## src/rtl/ped_pkg.sv

```systemverilog
`timescale 1ns/1ps
package ped_pkg;
  // Maps a requested window length onto the legal range 1..max_len.
  function automatic int unsigned clamp_len(input int unsigned req, input int unsigned max_len);
    if (req == 0) return 1;
    else if (req > max_len) return max_len;
    else return req;
  endfunction
endpackage

```

## src/rtl/ped_energy.sv

```systemverilog
`timescale 1ns/1ps
module ped_energy #(
  parameter int SAMPLE_W = 12,
  localparam int ENERGY_W = 2 * SAMPLE_W
) (
  input  logic signed [SAMPLE_W-1:0] in_i,
  input  logic signed [SAMPLE_W-1:0] in_q,
  input  logic        [ENERGY_W-1:0] thr,
  output logic        [ENERGY_W-1:0] energy,
  output logic                       qual
);
  logic signed [ENERGY_W-1:0] sq_i, sq_q;

  // Both squares are non-negative and their sum fits in 2*SAMPLE_W bits.
  assign sq_i   = ENERGY_W'(in_i) * ENERGY_W'(in_i);
  assign sq_q   = ENERGY_W'(in_q) * ENERGY_W'(in_q);
  assign energy = $unsigned(sq_i) + $unsigned(sq_q);
  assign qual   = (energy >= thr);
endmodule

```

## src/rtl/ped_window.sv

```systemverilog
`timescale 1ns/1ps
module ped_window #(
  parameter int MAX_WIN = 64,
  parameter int LEN_W   = $clog2(MAX_WIN + 1),
  localparam int IDX_W  = $clog2(MAX_WIN)
) (
  input  logic             clk,
  input  logic             rst_n,
  input  logic             clear,
  input  logic             push,
  input  logic             bit_in,
  input  logic [LEN_W-1:0] len,
  output logic [LEN_W-1:0] count_nxt,
  output logic [LEN_W-1:0] fill_nxt,
  output logic [LEN_W-1:0] count,
  output logic [LEN_W-1:0] fill
);
  logic [MAX_WIN-1:0] marks;
  logic [IDX_W-1:0]   tap;
  logic               leaving;
  logic               full;

  // The addressable tap picks the mark that drops out of a window of length len.
  assign tap     = IDX_W'(len - LEN_W'(1));
  assign leaving = marks[tap];
  assign full    = (fill == len);

  always_comb begin
    count_nxt = count;
    fill_nxt  = fill;
    if (clear) begin
      count_nxt = '0;
      fill_nxt  = '0;
    end else if (push) begin
      if (full) begin
        count_nxt = count + LEN_W'(bit_in) - LEN_W'(leaving);
      end else begin
        fill_nxt  = fill + LEN_W'(1);
        count_nxt = count + LEN_W'(bit_in);
      end
    end
  end

  always_ff @(posedge clk) begin
    if (!rst_n) begin
      count <= '0;
      fill  <= '0;
    end else begin
      count <= count_nxt;
      fill  <= fill_nxt;
    end
  end

  // One stage per window slot; stage 0 takes the newest mark.
  for (genvar g = 0; g < MAX_WIN; g++) begin : g_stage
    always_ff @(posedge clk) begin
      if (!rst_n) begin
        marks[g] <= 1'b0;
      end else if (push && !clear) begin
        if (g == 0) marks[g] <= bit_in;
        else        marks[g] <= marks[(g == 0) ? 0 : g - 1];
      end
    end
  end
endmodule

```

## src/rtl/ped_decide.sv

```systemverilog
`timescale 1ns/1ps
module ped_decide #(
  parameter int LEN_W = 7
) (
  input  logic             clk,
  input  logic             rst_n,
  input  logic             clear,
  input  logic             push,
  input  logic [LEN_W-1:0] len,
  input  logic [LEN_W-1:0] count_thr,
  input  logic [LEN_W-1:0] count_nxt,
  input  logic [LEN_W-1:0] fill_nxt,
  output logic             detect
);
  always_ff @(posedge clk) begin
    if (!rst_n) begin
      detect <= 1'b0;
    end else if (clear) begin
      detect <= 1'b0;
    end else if (push) begin
      detect <= (fill_nxt == len) && (count_nxt > count_thr);
    end
  end
endmodule

```

## src/rtl/energy_presence_detector.sv

```systemverilog
`timescale 1ns/1ps
module energy_presence_detector #(
  parameter int SAMPLE_W = 12,
  parameter int MAX_WIN  = 64,
  localparam int LEN_W    = $clog2(MAX_WIN + 1),
  localparam int ENERGY_W = 2 * SAMPLE_W,
  localparam int CFG_W    = 2 * LEN_W + ENERGY_W
) (
  input  logic                       clk,
  input  logic                       rst_n,
  input  logic                       in_valid,
  output logic                       in_ready,
  input  logic signed [SAMPLE_W-1:0] in_i,
  input  logic signed [SAMPLE_W-1:0] in_q,
  input  logic        [LEN_W-1:0]    cfg_win_len,
  input  logic        [ENERGY_W-1:0] cfg_energy_thr,
  input  logic        [LEN_W-1:0]    cfg_count_thr,
  output logic                       detect
);
  logic [CFG_W-1:0]    cfg_now, cfg_held;
  logic                cfg_moved;
  logic                alive;
  logic                accept;
  logic [LEN_W-1:0]    eff_len;
  logic [ENERGY_W-1:0] energy;
  logic                qual;
  logic [LEN_W-1:0]    win_count, win_fill, count_nxt, fill_nxt;

  assign cfg_now   = {cfg_win_len, cfg_energy_thr, cfg_count_thr};
  assign cfg_moved = (cfg_now != cfg_held);
  assign eff_len   = LEN_W'(ped_pkg::clamp_len(32'(cfg_win_len), MAX_WIN));

  always_ff @(posedge clk) begin
    if (!rst_n) begin
      cfg_held <= '0;
      alive    <= 1'b0;
    end else begin
      cfg_held <= cfg_now;
      alive    <= 1'b1;
    end
  end

  assign in_ready = alive && !cfg_moved;
  assign accept   = in_valid && in_ready;

  ped_energy #(.SAMPLE_W(SAMPLE_W)) u_energy (
    .in_i   (in_i),
    .in_q   (in_q),
    .thr    (cfg_energy_thr),
    .energy (energy),
    .qual   (qual)
  );

  ped_window #(.MAX_WIN(MAX_WIN), .LEN_W(LEN_W)) u_window (
    .clk       (clk),
    .rst_n     (rst_n),
    .clear     (cfg_moved),
    .push      (accept),
    .bit_in    (qual),
    .len       (eff_len),
    .count_nxt (count_nxt),
    .fill_nxt  (fill_nxt),
    .count     (win_count),
    .fill      (win_fill)
  );

  ped_decide #(.LEN_W(LEN_W)) u_decide (
    .clk       (clk),
    .rst_n     (rst_n),
    .clear     (cfg_moved),
    .push      (accept),
    .len       (eff_len),
    .count_thr (cfg_count_thr),
    .count_nxt (count_nxt),
    .fill_nxt  (fill_nxt),
    .detect    (detect)
  );
endmodule

```

## config.mk

```make
export PLATFORM = sky130hd
export DESIGN_NAME = energy_presence_detector
export DESIGN_NICKNAME = d
export VERILOG_FILES = /design/src/rtl/ped_pkg.sv /design/src/rtl/ped_energy.sv /design/src/rtl/ped_window.sv /design/src/rtl/ped_decide.sv /design/src/rtl/energy_presence_detector.sv
export SDC_FILE = /design/constraint.sdc
export NUM_CORES = 1
export LEC_CHECK = 0
export CAP_MARGIN = 15
export CORE_UTILIZATION = 65
export DETAILED_ROUTE_END_ITERATION = 8
export DONT_BUFFER_PORTS = 1
export HOLD_SLACK_MARGIN = 0.12
export PLACE_DENSITY = 0.92
export SLEW_MARGIN = 30
export SYNTH_ARGS = -nofsm -noshare
export SYNTH_HDL_FRONTEND = slang
export SYNTH_SLANG_ARGS = --single-unit
```

## constraint.sdc

```tcl
create_clock -name clk -period 18.05 [get_ports clk]
set_input_delay 0.9025 -clock clk [delete_from_list [all_inputs] [get_ports clk]]
set_output_delay 0.9025 -clock clk [all_outputs]
set_load 0.01 [all_outputs]
```

Word-level counts from Yosys, hierarchy flattened
Cells that the tools add are included.
{"block": "word_totals", "reg_bits": 118, "in_bits": 65, "word_cells": 102}
{"block": "op_classes", "addsub": 5, "multipliers": 2, "magnitude_cmp": 4, "n_eq_ne": 3, "muxes": 11, "n_bitwise": 1, "reduce_logical": 7}
{"cell": "7-bit 2-to-1 mux", "count": 8}
{"cell": "12-bit by 12-bit multiplier with 24-bit output", "count": 2}
{"cell": "38-bit != test", "count": 1}
{"cell": "24-bit adder", "count": 1}
{"cell": "24-bit >= comparator", "count": 1}
{"cell": "7-bit == test", "count": 2}
{"cell": "7-bit by 1-bit adder with 7-bit output", "count": 1}
{"cell": "7-bit by 1-bit adder with 7-bit output, second input constant", "count": 1}
{"cell": "7-bit greater-than comparator", "count": 1}
{"cell": "7-bit greater-than comparator, second input constant", "count": 1}
{"cell": "7-bit logical NOT", "count": 1}
{"cell": "6-bit by 7-bit < comparator with 1-bit output, second input constant", "count": 1}
{"cell": "7-bit by 1-bit subtractor with 7-bit output", "count": 1}
{"cell": "1-bit binary-select mux with 6-bit select", "count": 1}
{"cell": "6-bit by 1-bit subtractor with 6-bit output, second input constant", "count": 1}
{"cell": "1-bit logical AND", "count": 4}
{"cell": "1-bit 2-to-1 mux", "count": 2}
{"cell": "2-bit OR reduction", "count": 1}
{"cell": "1-bit logical NOT", "count": 1}
{"cell": "1-bit inverter", "count": 1}

Depth between registers and ports, before layout
Gate-level depths: netlist (run 1).
{"block": "logic_depth", "depth_word": 12, "depth_mapped": 50, "ltp_nobuf": 49}

By module
From an unflattened synthesis (run 1), not the netlist that was laid out.
{"block": "hier_totals", "cells_unflattened": 1787, "hier_area_um2": 16269.4}
{"mod": "ped_energy", "instances": 1, "cells_per_inst": 1131, "area_per_inst_um2": 10537.6}
{"mod": "ped_window", "instances": 1, "cells_per_inst": 472, "area_per_inst_um2": 3886.2}
{"mod": "energy_presence_detector", "instances": 1, "cells_per_inst": 147, "area_per_inst_um2": 1544.0}
{"mod": "ped_decide", "instances": 1, "cells_per_inst": 37, "area_per_inst_um2": 301.5}

Worst setup path before layout (run 1)
Ideal clock, no wire load.
{"block": "synth_path", "path_type": "in2reg", "start": "input port in_i[2]", "end": "register u_decide.detect", "setup_ns": 0.088, "t_arrival_ns": 10.884, "required_ns": 17.962, "slack_ns": 7.078, "cell_stages": 47, "path_buffers": 1, "cell_sequence": "clkbuf_1 -> and2_1 -> inv_1 -> fa_1 -> inv_1 -> fa_1 -> inv_1 -> fa_1 -> fa_1 -> inv_1 -> fa_1 -> inv_1 -> fa_1 -> inv_1 -> fa_1 -> ha_1 -> or4_1 -> nand4bb_1 -> [... 11 more ...] -> o31ai_1 -> ha_1 -> ha_1 -> inv_1 -> ha_1 -> o211ai_2 -> or2_1 -> or4_4 -> a21oi_2 -> xnor2_1 -> nor2_1 -> ha_1 -> o21ai_0 -> a221oi_1 -> o21ai_0 -> a2111oi_0 -> nand4_1 -> o32ai_2"}
{"block": "synth_via", "elab_chain_cells": 10}
{"item": "start, declared", "line_no": "energy_presence_detector.sv:13", "text": "input logic signed [SAMPLE_W-1:0] in_i,"}
{"item": "12-bit by 12-bit multiplier with 24-bit output (*)", "line_no": "ped_energy.sv:15", "text": "assign sq_i = ENERGY_W'(in_i) * ENERGY_W'(in_i);"}
{"item": "24-bit adder (*)", "line_no": "ped_energy.sv:17", "text": "assign energy = $unsigned(sq_i) + $unsigned(sq_q);"}
{"item": "24-bit >= comparator (*)", "line_no": "ped_energy.sv:18", "text": "assign qual = (energy >= thr);"}
{"item": "via qual", "line_no": "energy_presence_detector.sv:26", "text": "logic qual;"}
{"item": "7-bit by 1-bit adder with 7-bit output (*)", "line_no": "ped_window.sv:36, ped_window.sv:39"}
{"item": "7-bit by 1-bit subtractor with 7-bit output", "line_no": "ped_window.sv:36", "text": "count_nxt = count + LEN_W'(bit_in) - LEN_W'(leaving);"}
{"item": "7-bit 2-to-1 mux (*)", "line_no": "ped_window.sv:35", "text": "if (full) begin"}
{"item": "7-bit 2-to-1 mux (*)", "line_no": "ped_window.sv:34", "text": "end else if (push) begin"}
{"item": "7-bit 2-to-1 mux (*)", "line_no": "ped_window.sv:31", "text": "if (clear) begin"}
{"item": "via count_nxt[6]", "line_no": "energy_presence_detector.sv:27", "text": "logic [LEN_W-1:0] win_count, win_fill, count_nxt, fill_nxt;"}
{"item": "7-bit greater-than comparator (*)", "line_no": "ped_decide.sv:21", "text": "detect <= (fill_nxt == len) && (count_nxt > count_thr);"}
{"item": "1-bit logical AND (*)", "line_no": "ped_decide.sv:21"}
{"item": "end signal, assigned", "line_no": "ped_decide.sv:21"}
{"item": "end, declared", "line_no": "ped_decide.sv:13", "text": "output logic detect"}
The timed path passes the listed nets; every way through them passes the cells marked *.
A chain may end at the register's enable or synchronous reset.

Worst setup path after layout (run 1)
{"block": "layout_path", "start": "input port in_q[11]", "end": "register u_decide.detect"}
{"block": "layout_via", "elab_chain_cells": 10}
{"item": "start, declared", "line_no": "energy_presence_detector.sv:14", "text": "input logic signed [SAMPLE_W-1:0] in_q,"}
{"item": "12-bit by 12-bit multiplier with 24-bit output (*)", "line_no": "ped_energy.sv:16", "text": "assign sq_q = ENERGY_W'(in_q) * ENERGY_W'(in_q);"}
{"item": "24-bit adder (*)", "line_no": "ped_energy.sv:17"}
{"item": "24-bit >= comparator (*)", "line_no": "ped_energy.sv:18"}
{"item": "via qual", "line_no": "energy_presence_detector.sv:26"}
{"item": "7-bit by 1-bit adder with 7-bit output (*)", "line_no": "ped_window.sv:36, ped_window.sv:39"}
{"item": "7-bit by 1-bit subtractor with 7-bit output", "line_no": "ped_window.sv:36"}
{"item": "7-bit 2-to-1 mux (*)", "line_no": "ped_window.sv:35"}
{"item": "7-bit 2-to-1 mux (*)", "line_no": "ped_window.sv:34"}
{"item": "7-bit 2-to-1 mux (*)", "line_no": "ped_window.sv:31"}
{"item": "via count_nxt[6]", "line_no": "energy_presence_detector.sv:27"}
{"item": "7-bit greater-than comparator (*)", "line_no": "ped_decide.sv:21"}
{"item": "1-bit logical AND (*)", "line_no": "ped_decide.sv:21"}
Marked as above.

==> key figures, run 1 <==
Critical path
  – Slowest-stage cell, CP: fa_1
  – Flop-to-flop setup slack: 13,260 ps
  – CP endpoint kind: flip-flop
  – R2R Path Start: u_window.marks[50]
  – Crit path largest cell delay: 850 ps
  – Levels on crit path: 44
  – Crit path max-delay family: adder cells
  – Worst-path maximum fanout: 23
  – Crit path buffers/inverters: 5
  – Critical Path RT: 18,370 ps
  – Crit start category: primary input
  – Crit path DAT: 11,870 ps
  – Worst reg-to-reg path cell count: 20
  – R2r endpoint: u_decide.detect
  – Critical path class: primary input to flip-flop
  – Crit-path most repeated cell: fa_1

Placed design
  – PortBufs: 0
  – DP Cell Count: 2,030
  – Setup Slack @ Placement: 6370 ps
  – RePlAce Congestion: 0.917
  – Detailed-placement wirelength estimate: 28,500 µm

Layout
  – Utilization after layout: 69.6%
  – Most frequent cells in the layout: 401 x inv_1, 282 x fa_1, 223 x nand2_1
  – Commonest non-fill, non-tap cell in the layout: inv_1
  – Nets: 2,199
  – Area Growth Syn to Fin: 4.94%
  – Fillers: 1,661
  – Inserted Diodes: 0
  – Final cell count without fillers: 2,062
  – Fraction of final layout cells sized beyond drive strength 1: 4.43%

Floorplanning
  – Initial Utilization: 66.3%
  – Die Wd: 159 µm
  – Die Ht: 159 µm
  – IO Count: 67
  – Die Area: 25,400 µm²
  – Cell Rows: 57
  – Core Footprint: 24,300 µm²

Synth
  – Sequential area share after synthesis: 14.7%
  – Mapped Area: 16,100 µm²
  – Ys flop type: dfxtp_1
  – Syn nets: 2,239
  – Synthesis Warnings: 0
  – Synth unique cells: 71
  – Ys async rst share: 0%
  – EDFF count, synth: 0
  – Syn_area_per_cell: 9.13 µm²
  – FF+latch count, synth: 118
  – Synth Instances: 1,765

Timing
  – Accumulated negative setup slack: 0 ps
  – Final Cycle Share: 64.0%
  – RSZ-0062 raised after global routing: no
  – Normalized max-slew margin: 44.1%
  – Worst Max-Slew Pin Slew: 839 ps
  – Fin crit period: 11,550 ps
  – Top achievable clock speed: 86.6 MHz
  – Max Slew Vio Count: 0
  – Setup violators final: 0
  – Clk_skew: 11.9 ps
  – Final hold violation count: 0
  – Final worst-path setup slack: 6500 ps

Clock network
  – Reg clk slew, reported paths: 50 ps
  – Post-CTS setup buffer count: 0
  – CTS Buffer Depth: 2
  – Total CTS buffers: 17
  – CTS Hold Buffers Added: 0
  – Root Buffer: clkbuf_16
  – Clock Latency Late Sink: 420 ps
  – CTS Sinks: 118
  – Htree depth: 4
  – CTS tree: yes
  – # resized after CTS: 0

Routing
  – Antenna Nets Post-Route: 0
  – Vias/cell: 5.69
  – Vias: 11,700
  – Routed WL: 35,500 µm
  – DRT iter0 DRCs: 889
  – Detailed Routing Iterations Pass 1: 5
  – Drt drc: 0
  – Post-DR wirelength/cell: 17.2 µm

Hold path
  – Worst Hold Class: flip-flop to flip-flop
  – WHS Path Cells: 2
  – Worst Hold Endpoint: u_window.marks[63]
  – Start point of the worst hold path: u_window.marks[63]

Flow run
  – MaxCap Viol Count: 0

Global route
  – Overflow after GRT: 0
  – Vias in the first global route: 12,500
  – Number of antenna violations at the first check in global routing: 0
  – Largest net degree at the start of global routing: 101
  – First-pass GRT wire length: 58,600 µm
  – Total Routing Usage GR: 29.1%

Status
  – Status: finished clean
## synthesized netlist by cell type (all sizes together), types with 3 or more instances
cell type / count / area share, %
nand4: 19 / 0.74
mux2: 4 / 0.30
nand3: 11 / 0.37
or2: 5 / 0.19
mux4: 20 / 2.9
and2: 67 / 2.6
nor4: 5 / 0.38
or3: 4 / 0.16
xnor2: 89 / 4.8
nor3: 21 / 0.65
a211oi: 3 / 0.14
clkbuf: 47 / 1.1
a21oi: 88 / 2.8
ha: 127 / 9.9
dfxtp: 118 / 15
nand2b: 8 / 0.31
buf: 16 / 0.60
nand2: 224 / 5.2
nor2b: 21 / 0.81
nor4b: 3 / 0.24
mux2i: 8 / 0.52
a31oi: 3 / 0.21
xor2: 15 / 0.81
nor2: 87 / 2.1
fa: 282 / 35
inv: 402 / 9.4
o21ai: 20 / 0.64
and3: 3 / 0.12
nand4b: 3 / 0.16
a21o: 11 / 0.51
## tightest hold or removal path, delay by kind of cell (launching register included)
family	cells	cell delay (ps)
flip-flops	1	310
AO/OA/AOI/OAI	1	50
AND/OR/NAND/NOR	1	50
## final cells by class
cell class | count | area, µm² | share of cell area, %
multi-input combinational | 1182 | 12000 | 70.8
sequential | 118 | 2360 | 14.0
inverter | 402 | 1510 | 8.92
clock buffer | 20 | 447 | 2.64
tap | 324 | 405 | 2.40
clock inverter | 12 | 176 | 1.04
timing repair buffer | 4 | 33.8 | 0.200
## cells by family after synthesis
group                      Yosys count  synth area share [%]
and+or+nand+nor                    490                  14.6
buffers and inverters              465                  11.1
adders and majority gates          409                  44.9
AOI/OAI and AO/OA                  147                  5.48
DFF                                118                  14.7
xor gates and xnor gates           104                  5.65
muxes                               32                  3.73
## per-stage QoR
step / hold slack [ps] / cell area, µm²
global route: 478 / 16900
detailed placement: 449 / 16300
floorplan: 433 / 16100
finish: 461 / 16900
CTS: 456 / 16900
global placement: 442 / 16300
## metal layers
metal / track usage [%] / vias up / routed length (µm)
li1: - / 5286 / -
met1: 34.3 / 5856 / 13100
met2: 52.6 / 475 / 18800
met3: 4.92 / 110 / 2230
met4: 12.0 / 0 / 1380
met5: 0 / - / 0
## worst max-delay path by stage
stage | startpoint | end
after floorplan | in_i[2] | u_decide.detect
after global placement | in_i[8] | u_decide.detect
after detailed placement | in_q[11] | u_decide.detect
after CTS | in_q[11] | u_decide.detect
after global routing | in_q[11] | u_decide.detect
final | in_q[11] | u_decide.detect
## flip-flops by register name, summed over array words and instances (netlist names)
name / flops
alive: 1
cfg_held: 38
u_decide.detect: 1
u_window.count: 7
u_window.fill: 7
u_window.marks: 64
Power of run 1 is not shown: default switching activity piles up to over one toggle a cycle in this logic, so the estimate is an artifact.
==> run 2, diff against run 1 <==
Clock period 18.05 ns to 10.65 ns, I/O delays scaled along.
==> key figures, run 2 (synthesis gave the netlist of run 1 again) <==
Timing
  – Final Cycle Share: 99.0%
  – Fin crit period: 10,550 ps
  – Final hold violation count: 0 (unchanged)
  – Normalized max-slew margin: 42.4% (-1.7 points)
  – Top achievable clock speed: 94.8 MHz
  – Clk_skew: 13.0 ps (+1.10 ps)
  – Max Slew Vio Count: 0 (unchanged)
  – Setup violators final: 0 (unchanged)
  – Worst Max-Slew Pin Slew: 858 ps (+19.2 ps)

Floorplanning
  – Core Footprint: 24,300 µm² (unchanged)
  – Die Ht: 159 µm (unchanged)
  – Die Area: 25,400 µm² (unchanged)
  – Cell Rows: 57 (unchanged)
  – Die Wd: 159 µm (unchanged)
  – Initial Utilization: 66.3% (unchanged)
  – IO Count: 67 (unchanged)

Placed design
  – RePlAce Congestion: 0.955 (+4.1%)
  – PortBufs: 0 (unchanged)
  – DP Cell Count: 2,054 (+1.2%)
  – Cell Area, Placed: 16,500 µm² (+1.1%)
  – Detailed-placement wirelength estimate: 29,100 µm (+1.9%)

Routing
  – Routed WL: 38,300 µm (+8.1%)
  – Antenna Nets Post-Route: 0 (unchanged)
  – Post-DR wirelength/cell: 18.3 µm (+6.6%)
  – Drt drc: 0 (unchanged)
  – Vias/cell: 5.84 (+2.7%)
  – Vias: 12,200 (+4.2%)
  – DRT iter0 DRCs: 1,164 (+31%)
  – Detailed Routing Iterations Pass 1: 5 (unchanged)

Layout
  – Biggest regs: u_window.marks (64), cfg_held (38)
  – Number of flip-flops in the largest register: 64 (unchanged)
  – Post-route cell area: 17,300 µm² (+2.5%)
  – Commonest non-fill, non-tap cell in the layout: inv_1
  – Flip-flop and latch area: 2360 µm² (unchanged)
  – Final cell count without fillers: 2,091 (+1.4%)
  – Multi-input logic area: 12,200 µm² (+1.9%)
  – Fillers: 1,588 (-4.4%)
  – Area Growth Syn to Fin: 7.54%
  – Most frequent cells in the layout: 394 x inv_1, 282 x fa_1, 221 x nand2_1
  – Inserted Diodes: 0 (unchanged)
  – Biggest register: u_window.marks
  – Nets: 2,229 (+1.4%)
  – Fraction of final layout cells sized beyond drive strength 1: 8.15% (+3.7 points)

Clock network
  – Root Buffer: clkbuf_16
  – CTS Buffer Depth: 2 (unchanged)
  – Reg clk slew, reported paths: 60 ps (about the same)
  – CTS tree: yes
  – Total CTS buffers: 17 (unchanged)
  – Htree depth: 4 (unchanged)
  – CTS Sinks: 118 (unchanged)
  – Clock Latency Late Sink: 420 ps (about the same)

Global route
  – Overflow after GRT: 0 (unchanged)
  – Vias in the first global route: 13,200 (+5.4%)
  – First-pass GRT wire length: 61,000 µm (+4.1%)
  – Total Routing Usage GR: 30.2% (+1.1 points)
  – Largest net degree at the start of global routing: 67 (-34%)
  – Number of antenna violations at the first check in global routing: 0 (unchanged)

Critical path
  – Worst-path maximum fanout: 23 (unchanged)
  – Critical Path RT: 10,980 ps (-7390 ps)
  – Crit path DAT: 10,870 ps (-1000 ps)
  – Crit start category: primary input
  – Crit path largest cell delay: 550 ps (-300 ps)
  – Crit-path most repeated cell: fa_1
  – Critical path class: primary input to flip-flop
  – CP endpoint kind: flip-flop
  – Slowest-stage cell, CP: fa_1
  – Flop-to-flop setup slack: 5950 ps (-7310 ps)

Status
  – Status: finished clean

Flow run
  – MaxCap Viol Count: 0 (unchanged)

Hold path
  – Worst Hold Class: primary input to flip-flop
==> run 2: worst paths after layout <==
kind,startpoint,to,depth (start not counted)
max,in_i[11],u_decide.detect,45
min,rst_n,alive,0
max reg2reg,u_window.marks[50],u_decide.detect,22
min reg2reg,u_window.marks[63],u_window.marks[63],2
==> run 2: layout make-up <==
cell class | instances | area share, %
multi-input cells | 1182 | 70.4
repair buffers | 34 | 1.47
clock buffers | 22 | 2.68
clock inverters | 9 | 0.729
well taps | 324 | 2.34
inverters | 402 | 8.72
flip-flops and latches | 118 | 13.6
==> run 2: through the flow <==
stage / worst slack (ps) / utilization, % / hold WS (ps) / setup TNS, ps
CTS: 16.2 / 70.3 / 137 / 0
global route: -374 / 71.3 / 130 / -374
finish: 105 / 71.3 / 132 / 0
global placement: -123 / 67.7 / 439 / -123
detailed placement: -464 / 67.7 / 454 / -464
floorplan: 48.0 / - / 433 / 0
==> run 2: repair_timing <==
item / 4_1_cts / 5_1_grt
setup buffers: 1 / 6
setup endpoints to repair: 1 / 1
gates resized for setup: 9 / 41
pin swaps: 7 / 36
hold buffers: 0 / 0
==> run 2: per-layer routing <==
metal | vias up | GRT usage [%] | wire, µm | share of wire (%)
met5 | - | 0 | 0 | 0
met4 | 0 | 16.9 | 2290 | 6.0
met3 | 199 | 5.16 | 2470 | 6.4
met2 | 579 | 53.1 | 19900 | 52
met1 | 6095 | 35.0 | 13600 | 36
li1 | 5344 | - | - | -
==> run 2: critical path, delay by kind of cell <==
kind	cells	cell delay, ps
AOI/OAI and AO/OA	13	2310
xor gates and xnor gates	2	290
adders and majority gates	13	4940
buffers and inverters	7	570
and+or+nand+nor	10	2200
Power of run 2 is left out for the same reason.
==> run 3, diff against run 2 <==
Settings changed: SYNTH_HIERARCHICAL set to 1.
==> key figures, run 3 <==
Critical path
  – CP endpoint kind: flip-flop
  – Worst reg-to-reg path cell count: 17 (-23%)
  – R2R Path Start: u_window/marks[32]
  – R2r endpoint: u_decide/detect
  – Crit start category: primary input
  – Slowest-stage cell, CP: or4_4
  – Crit path DAT: 10,260 ps (-610 ps)
  – Crit-path most repeated cell: fa_1
  – Worst-path maximum fanout: 10 (-57%)
  – Critical Path RT: 10,940 ps (-40 ps)
  – Flop-to-flop setup slack: 6570 ps (+620 ps)
  – Critical path class: primary input to flip-flop
  – Critical Path Source: in_i[3]
  – Crit path largest cell delay: 560 ps (about the same)

Layout
  – Most frequent cells in the layout: 411 x inv_1, 282 x fa_1, 218 x nand2_1
  – Number of flip-flops in the largest register: 64 (unchanged)
  – Biggest register: u_window/marks
  – Fraction of final layout cells sized beyond drive strength 1: 4.77% (-3.4 points)
  – Inserted Diodes: 0 (unchanged)
  – Biggest regs: u_window/marks (64), cfg_held (38)
  – Post-route cell area: 17,100 µm² (-1.2%)
  – Area Growth Syn to Fin: 5.27%
  – Fillers: 1,638 (+3.1%)
  – Commonest non-fill, non-tap cell in the layout: inv_1
  – Nets: 2,225 (-0.18%)

Timing
  – Accumulated negative setup slack: 0 ps (unchanged)
  – Worst Max-Slew Pin Slew: 790 ps (-67.9 ps)
  – Max Slew Vio Count: 0 (unchanged)
  – Fin crit period: 9960 ps (-583 ps)
  – Top achievable clock speed: 100 MHz (+5.8%)
  – Setup violators final: 0 (unchanged)
  – Final Cycle Share: 93.5% (-5.5 points)
  – Normalized max-slew margin: 47.3% (+4.9 points)
  – Final hold violation count: 0 (unchanged)
  – RSZ-0062 raised after global routing: no
  – Clk_skew: 7.52 ps (-5.49 ps)

Placed design
  – RePlAce Congestion: 0.920 (-3.6%)
  – Cell Area, Placed: 16,500 µm² (about the same)
  – Detailed-placement wirelength estimate: 29,000 µm (-0.23%)
  – PortBufs: 0 (unchanged)

Hold path
  – Start point of the worst hold path: rst_n
  – Worst Hold Class: primary input to flip-flop
  – Worst Hold Endpoint: alive
  – WHS Path Cells: 0 (unchanged)

Synth
  – EDFF count, synth: 0 (unchanged)
  – FF+latch count, synth: 118 (unchanged)
  – Synth cell count leaders: 412 x inv_1, 282 x fa_1, 218 x nand2_1
  – Syn nets: 2,264 (+1.1%)
  – Yosys top cell by area: fa_1
  – Synthesis Warnings: 6 (+6)
  – Mapped Area: 16,300 µm² (+0.92%)
  – Most common cell in the synthesized netlist: inv_1
  – Area contributors post-synth: fa_1 35%, dfxtp_1 15%, ha_1 10%
  – Ys flop type: dfxtp_1
  – Ys async rst share: 0% (unchanged)
  – Syn_area_per_cell: 9.10 µm² (-0.32%)
  – Synth Instances: 1,787 (+1.2%)
  – Synth top area share: 34.7% (-0.32 points)
  – Synth unique cells: 71 (unchanged)
  – Sequential area share after synthesis: 14.5% (-0.13 points)

Global route
  – Overflow after GRT: 0 (unchanged)
  – Largest net degree at the start of global routing: 65 (-3.0%)
  – Number of antenna violations at the first check in global routing: 0 (unchanged)
  – First-pass GRT wire length: 60,300 µm (-1.2%)
  – Vias in the first global route: 13,200 (+0.32%)
  – Total Routing Usage GR: 29.6% (-0.59 points)

Clock network
  – Clock Latency Late Sink: 410 ps (about the same)
  – CTS tree: yes
  – Root Buffer: clkbuf_16
  – CTS Sinks: 118 (unchanged)
  – Post-CTS setup buffer count: 0 (-1)
  – Reg clk slew, reported paths: 50 ps (about the same)
  – CTS Hold Buffers Added: 0 (unchanged)
  – Total CTS buffers: 17 (unchanged)
  – # resized after CTS: 0 (-9)
  – Htree depth: 4 (unchanged)
  – CTS Buffer Depth: 2 (unchanged)

Floorplanning
  – Die Wd: 160 µm (+0.46%)
  – Die Ht: 160 µm (+0.46%)
  – Initial Utilization: 66.5% (+0.22 points)
  – Die Area: 25,700 µm² (+0.92%)
  – Core Footprint: 24,500 µm² (+0.59%)
  – IO Count: 67 (unchanged)
  – Cell Rows: 57 (unchanged)

Routing
  – Post-DR wirelength/cell: 17.3 µm (-5.8%)
  – Drt drc: 0 (unchanged)
  – Detailed Routing Iterations Pass 1: 5 (unchanged)
  – DRT iter0 DRCs: 856 (-26%)
  – Vias/cell: 5.74 (-1.8%)
  – Antenna Nets Post-Route: 0 (unchanged)
  – Routed WL: 36,000 µm (-6.0%)
  – Vias: 12,000 (-2.1%)

Status
  – Status: finished clean

Flow run
  – MaxCap Viol Count: 0 (unchanged)
## run 3: changes by cell type in the layout (fill, tap and decap cells not counted), sizes merged, moves of 6 or more
cell,delta
nor3,-11
buf,-29
xor2,+49
nor2,-29
xnor2,-46
and2,+27
nand4,-8
nor4,+12
and2b,+6
nand2,-6
inv,+10
## run 3: worst max-delay path by stage
stage	endpoint	slack (ps)
floorplan	u_decide/detect	800
global placement	u_decide/detect	690
detailed placement	u_decide/detect	360
CTS	u_decide/detect	770
global route	u_decide/detect	90
finish	u_decide/detect	690
## run 3: layout make-up
class | instances | area [µm²] | share of cell area, %
timing repair buffer | 5 | 37.5 | 0.219
multi-input combinational | 1194 | 12100 | 70.8
inverter | 412 | 1550 | 9.03
sequential | 118 | 2360 | 13.8
clock inverter | 11 | 171 | 1.00
tap | 324 | 405 | 2.37
clock buffer | 21 | 470 | 2.75
## run 3: metal layers
metal	share of wire [%]	track usage (%)	wire length [µm]
met4	5.7	17.1	2060
met2	52	52.6	18800
met5	0	0	0
met1	36	33.6	13100
met3	5.9	5.09	2110
## run 3: cells by family after synthesis
| family | share of synthesized area (%) |
|---|---|
| buffers and inverters | 11.1 |
| and+or+nand+nor | 14.1 |
| adders and majority gates | 44.7 |
| AOI/OAI and AO/OA | 6.74 |
| DFF | 14.5 |
| xor gates and xnor gates | 5.81 |
| muxes | 3.11 |
## run 3: stage by stage
step | instances | hold slack [ps] | utilization [%] | setup slack [ps]
2_1_floorplan | 1787 | 433 | - | 799
3_3_place_gp | 2053 | 445 | 67.4 | 686
3_5_place_dp | 2053 | 449 | 67.4 | 360
4_1_cts | 2085 | 138 | 70.0 | 772
5_1_grt | 2085 | 138 | 70.0 | 94.5
6_report | 2085 | 154 | 70.0 | 687
## run 3: critical path, delay by kind of cell
family	cells	cell delay, ps
multiplexers	1	350
AND/OR/NAND/NOR	9	2220
XOR/XNOR	1	140
buffers and inverters	5	350
AO/OA/AOI/OAI	10	1770
adder cells (fa/ha/maj)	12	4900
Power of run 3 is left out for the same reason.
